--- src/rtl/ddsCorePkg.sv ---
`timescale 1ns/1ps
package ddsCorePkg;
  // strobes from the sync-domain control to the phase datapath
  typedef struct packed {
    logic loadStage;  // update registered: capture buffered set
    logic clearAcc;   // zero the accumulator at registration
    logic holdZero;   // clear window in progress: output forced to zero
    logic activate;   // staged words become active
  } ddsCtrl_t;
endpackage

--- src/rtl/ddsSyncCtrl.sv ---
`timescale 1ns/1ps
module ddsSyncCtrl
  import ddsCorePkg::*;
#(
  parameter int SYNC_RATIO  = 4,
  parameter int SYNC_STAGES = 2
) (
  input  logic     clk,
  input  logic     rstN,
  input  logic     updateReq,
  input  logic     bufAutoClr,
  output ddsCtrl_t ctrl
);
  localparam int CNT_W = (SYNC_RATIO > 2) ? $clog2(SYNC_RATIO) : 1;
  localparam logic [CNT_W-1:0] CNT_LAST = CNT_W'(SYNC_RATIO - 1);

  logic [CNT_W-1:0] divCnt;
  logic             syncTick;
  logic [SYNC_STAGES:0] syncShift;  // stages plus one history bit for edge detect
  logic             reqRise;
  logic             pending;
  logic             clrPending;

  // sync-clock enable derived from the system clock
  always_ff @(posedge clk) begin
    if (!rstN) divCnt <= '0;
    else if (divCnt == CNT_LAST) divCnt <= '0;
    else divCnt <= divCnt + 1'b1;
  end
  assign syncTick = (divCnt == CNT_LAST);

  // request synchroniser, advanced only on sync edges
  always_ff @(posedge clk) begin
    if (!rstN) syncShift <= '0;
    else if (syncTick) syncShift <= {syncShift[SYNC_STAGES-1:0], updateReq};
  end
  assign reqRise = syncShift[SYNC_STAGES-1] & ~syncShift[SYNC_STAGES];

  assign ctrl.loadStage = syncTick & reqRise & ~pending;
  assign ctrl.clearAcc  = ctrl.loadStage & bufAutoClr;
  assign ctrl.activate  = syncTick & pending;
  assign ctrl.holdZero  = pending & clrPending;

  always_ff @(posedge clk) begin
    if (!rstN) begin
      pending    <= 1'b0;
      clrPending <= 1'b0;
    end else if (ctrl.loadStage) begin
      pending    <= 1'b1;
      clrPending <= bufAutoClr;
    end else if (ctrl.activate) begin
      pending    <= 1'b0;
      clrPending <= 1'b0;
    end
  end
endmodule

--- src/rtl/ddsPhasePath.sv ---
`timescale 1ns/1ps
module ddsPhasePath
  import ddsCorePkg::*;
#(
  parameter int PHASE_W = 32
) (
  input  logic               clk,
  input  logic               rstN,
  input  ddsCtrl_t           ctrl,
  input  logic               cfgWrite,
  input  logic [PHASE_W-1:0] cfgFtw,
  input  logic [PHASE_W-1:0] cfgPow,
  input  logic               cfgAutoClr,
  output logic               bufAutoClr,
  output logic [PHASE_W-1:0] accVal,
  output logic [PHASE_W-1:0] actFtw,
  output logic [PHASE_W-1:0] actPow,
  output logic [PHASE_W-1:0] phaseOut,
  output logic               phaseValid
);
  logic [PHASE_W-1:0] bufFtw, bufPow;
  logic [PHASE_W-1:0] stgFtw, stgPow;
  logic [PHASE_W-1:0] acc;

  // buffered set: written freely, invisible to the output
  always_ff @(posedge clk) begin
    if (!rstN) begin
      bufFtw     <= '0;
      bufPow     <= '0;
      bufAutoClr <= 1'b0;
    end else if (cfgWrite) begin
      bufFtw     <= cfgFtw;
      bufPow     <= cfgPow;
      bufAutoClr <= cfgAutoClr;
    end
  end

  // snapshot taken when the update registers
  always_ff @(posedge clk) begin
    if (!rstN) begin
      stgFtw <= '0;
      stgPow <= '0;
    end else if (ctrl.loadStage) begin
      stgFtw <= bufFtw;
      stgPow <= bufPow;
    end
  end

  // active words, one sync cycle later
  always_ff @(posedge clk) begin
    if (!rstN) begin
      actFtw <= '0;
      actPow <= '0;
    end else if (ctrl.activate) begin
      actFtw <= stgFtw;
      actPow <= stgPow;
    end
  end

  // accumulator: cleared early, frozen through the clear window
  always_ff @(posedge clk) begin
    if (!rstN) acc <= '0;
    else if (ctrl.clearAcc || ctrl.holdZero) acc <= '0;
    else acc <= acc + actFtw;
  end

  always_ff @(posedge clk) begin
    if (!rstN) phaseValid <= 1'b0;
    else phaseValid <= 1'b1;
  end

  assign accVal   = acc;
  assign phaseOut = ctrl.holdZero ? '0 : (acc + actPow);
endmodule

--- src/rtl/ddsCore.sv ---
`timescale 1ns/1ps
module ddsCore
  import ddsCorePkg::*;
#(
  parameter int PHASE_W     = 32,
  parameter int SYNC_RATIO  = 4,
  parameter int SYNC_STAGES = 2
) (
  input  logic               clk,
  input  logic               rstN,
  input  logic               cfgWrite,
  input  logic [PHASE_W-1:0] cfgFtw,
  input  logic [PHASE_W-1:0] cfgPow,
  input  logic               cfgAutoClr,
  input  logic               updateReq,
  output logic [PHASE_W-1:0] phaseOut,
  output logic               phaseValid
);
  ddsCtrl_t           ctrl;
  logic               bufAutoClr;
  logic [PHASE_W-1:0] accVal;
  logic [PHASE_W-1:0] actFtw;
  logic [PHASE_W-1:0] actPow;

  ddsSyncCtrl #(
    .SYNC_RATIO (SYNC_RATIO),
    .SYNC_STAGES(SYNC_STAGES)
  ) uCtrl (
    .clk       (clk),
    .rstN      (rstN),
    .updateReq (updateReq),
    .bufAutoClr(bufAutoClr),
    .ctrl      (ctrl)
  );

  ddsPhasePath #(
    .PHASE_W(PHASE_W)
  ) uPath (
    .clk       (clk),
    .rstN      (rstN),
    .ctrl      (ctrl),
    .cfgWrite  (cfgWrite),
    .cfgFtw    (cfgFtw),
    .cfgPow    (cfgPow),
    .cfgAutoClr(cfgAutoClr),
    .bufAutoClr(bufAutoClr),
    .accVal    (accVal),
    .actFtw    (actFtw),
    .actPow    (actPow),
    .phaseOut  (phaseOut),
    .phaseValid(phaseValid)
  );
endmodule

--- config.mk ---
export PLATFORM = sky130hd
export DESIGN_NAME = ddsCore
export DESIGN_NICKNAME = d
export VERILOG_FILES = /design/src/rtl/ddsCorePkg.sv /design/src/rtl/ddsSyncCtrl.sv /design/src/rtl/ddsPhasePath.sv /design/src/rtl/ddsCore.sv
export SDC_FILE = /design/constraint.sdc
export NUM_CORES = 1
export LEC_CHECK = 0
export CAP_MARGIN = 20
export CORE_UTILIZATION = 60
export CTS_CLUSTER_DIAMETER = 60
export DETAILED_ROUTE_END_ITERATION = 6
export PLACE_DENSITY = 0.81
export SLEW_MARGIN = 20
export SYNTH_ARGS = -nofsm -noshare
export SYNTH_HDL_FRONTEND = slang
export SYNTH_SLANG_ARGS = --single-unit
export TNS_END_PERCENT = 50
--- constraint.sdc ---
create_clock -name clk -period 6.05 [get_ports clk]
set_input_delay 0.605 -clock clk [delete_from_list [all_inputs] [get_ports clk]]
set_output_delay 0.605 -clock clk [all_outputs]
set_load 0.03 [all_outputs]
==> impl_metrics.yaml <==
die:
  ios: 102
  die_width_um: 142
  initial_core_util_pct: 62.2
  rows: 50
  fp.dieH_um: 142
  fp.coreArea_um2: 19000
  die_area_um2: 20200
layout:
  stdcell_area_um2: 13700
  layout.nets: 1587
  fin_util_pct: 72.2
  syn2layout_area_growth_pct: 16.0
  fin_cells: 1731
  drive_gt1_share_pct: 4.55
  fillers: 1526
  antenna_cells: 0
setup_path:
  crit_arrival_ns: 3.84
  worst-path-max-fanout: 4
  critical-path-top-delay-family: "compound AO/OA/AOI/OAI gates"
  critPathRequiredTime_ns: 5.44
  start_kind: "register"
  worst-path-stages: 10
  cp_num_buf_inv: 1
  slowest_stage: "clkdlybuf4s50_1"
  path_class: "register to output port"
  rr_worst_depth: 10
  cp_slowest_stage_delay_ns: 0.74
  crit_chain: "ha_1 > a21o_1 > a21oi_1 > o21ai_0 > or3b_2 > a32oi_1 > a41o_1 > nor3b_1 > a311oi_1 > clkdlybuf4s50_1"
  critPathCaptureType: "output port"
logic_synthesis:
  synthCells: 1403
  ys_types: 60
  synthesis.area_um2: 11800
  synth_top_area_share_pct: 39.5
  ys.flop_type: "dfxtp_1"
  syn-num-nets: 1537
  ys_warn_count: 0
  ys_ff_latch: 233
  synth_edf_count: 0
  synth_largest_area_cell: "dfxtp_1"
  avgSynthCellArea_um2: 8.41
  async_flop_share_pct: 0
  ys_seq_area_share_pct: 39.5
  ys_top_cells_by_area: "dfxtp_1 40%, nand2_1 9.7%, a21boi_0 8.4%"
global_route:
  grt_antenna_before_repair: 0
  grt_usage_pct: 29.6
  grt_pass1_wl_um: 47600
  gr-total-overflow: 0
  grt_max_degree: 127
  grt_pass1_vias: 9408
drt:
  wl_um: 29100
  vias_per_cell: 5.68
  remaining_drc_errors: 0
  num_vias: 9828
  drtIter0Drc: 655
  dr.pass1.iters: 5
  ant_nets: 0
  wl_per_cell_um: 16.8
clock_tree:
  postCtsSetupRepairBufs: 0
  cts_resized: 0
  clockRootBuffer: "clkbuf_16"
  cts_buffer_depth: 3
  clock_sinks: 233
  numCtsBuffers: 24
  worstSkewPairLatency_ns: 0.52
  hold_buffers: 0
  htreeDepth: 1
  cts_tree: "yes"
  path_clk_slew_ns: 0.06
sta:
  setup_tns_ns: 0
  rsz0062_at_grt: "no"
  min_period_ns: 4.44
  finalSetupViolCount: 0
  fin_skew_ns: 0.0107
  finalCritPeriodShare_pct: 73.4
  hold_violations: 0
  slew_headroom_pct: 35.4
  timing.fmax_mhz: 225
  drv_slew: 0
  worst_pin_slew_ns: 0.969
power:
  p_per_area_nw_per_um2: 236
  worst_ir_drop_vdd_mv: 0.271
  p_leak_nw: 5.47
placement:
  port_buffers: 101
  placed_area_um2: 12900
  post-dp-hpwl_um: 21000
  gp_congestion: 0.925
  dp_cells: 1687
job:
  maxCapViolCount: 0
run_status:
  status: "completed"
min_path:
  min_path_type: "register to register"
  hold_depth: 1
-- path summary, 6_finish.rpt --
path | slack [ns] | endpoint | from
worst max register to register | 2.94 | uPath.accVal[30] | uPath.actFtw[0]
worst min register to register | 0.42 | uCtrl.divCnt[0] | uCtrl.divCnt[0]
worst max-delay path | 1.61 | phaseOut[27] | uPath.accVal[1]
worst min-delay path | 0.42 | uCtrl.divCnt[0] | uCtrl.divCnt[0]
-- layer usage --
metal	global-route usage (%)	wire length, um	part of all wire (%)	up-vias
met2	47.9	13000	45	262
met1	41.5	13800	47	4619
met3	3.36	1600	5.5	48
met5	0	0	0	-
met4	8.49	753	2.6	0
li1	-	-	-	4899
-- per-stage QoR --
stage	hold WS (ns)	total power, mW	worst slack, ns
2_1_floorplan	0.403	1.71	2.62
3_3_place_gp	0.415	1.77	2.24
3_5_place_dp	0.417	1.78	2.20
4_1_cts	0.426	3.25	1.60
5_1_grt	0.446	3.34	1.38
6_report	0.424	3.23	1.61
-- cells in the final DEF, fill, tap and decap left out, types with 32 or more instances in the layout --
cell type        count
a21oi_1             61
nand2_1            305
o21ai_0             32
a21boi_0           132
nor2b_1             78
clkdlybuf4s50_1     99
ha_1                63
mux2i_1             72
a21o_1              33
nor2_1              85
dfxtp_1            233
-- registers in the layout, indices dropped and copies added (netlist names) --
signal and cells:
uCtrl.divCnt 2, uCtrl.pending 1, uPath.phaseValid 1, uPath.stgFtw 32
uPath.bufFtw 32, uPath.actFtw 32, uPath.actPow 32, uPath.bufAutoClr 1
uCtrl.syncShift 3, uPath.bufPow 32, uPath.accVal 32, uPath.stgPow 32
uCtrl.clrPending 1
-- cell usage after synthesis (4+ instances only) --
cell         n
nand2_1    306
a21o_1      33
mux2i_1     72
nand2b_1     9
a211oi_1     4
and3_1       7
a21boi_0   132
o21a_1       8
xor2_1      23
o21ai_0     32
a31oi_1      6
nor2b_1     78
o21bai_1     9
clkbuf_1    62
a41oi_1      5
dfxtp_1    233
nor2_1      85
a21oi_1     61
and2_1       7
nor3_1      14
ha_1        63
xnor2_1     26
buf_1       18
nand4_1     14
o211ai_1     6
nand3_1     19
a2111oi_0    4
inv_1       18
-- final cells by class --
type | count | area (um2) | share of cell area [%]
clock buffer | 35 | 722 | 5.28
clock inverter | 9 | 104 | 0.759
inverter | 18 | 67.6 | 0.494
multi-input combinational | 1067 | 6730 | 49.2
sequential | 233 | 4660 | 34.1
tap | 260 | 325 | 2.38
timing repair buffer | 109 | 1070 | 7.79
-- kinds of logic (layout without fill, tap and decap cells) --
group,Yosys count,count (layout),synth area share (%)
AOI/OAI and AO/OA,329,329,19.5
xor gates and xnor gates,49,49,3.64
adders and majority gates,65,65,7.02
buffers and inverters,103,171,3.46
DFF,233,233,39.5
muxes,72,72,6.11
and+or+nand+nor,552,552,20.7
-- power by group --
group | switching, mW | leakage [nW] | total [mW] | internal (mW)
clock network | 0.612 | 0.408 | 1.49 | 0.879
logic | 0.0664 | 3.17 | 0.161 | 0.0944
registers | 0.0181 | 1.89 | 1.58 | 1.56
Note: power is estimated with default switching activity, not from simulation.
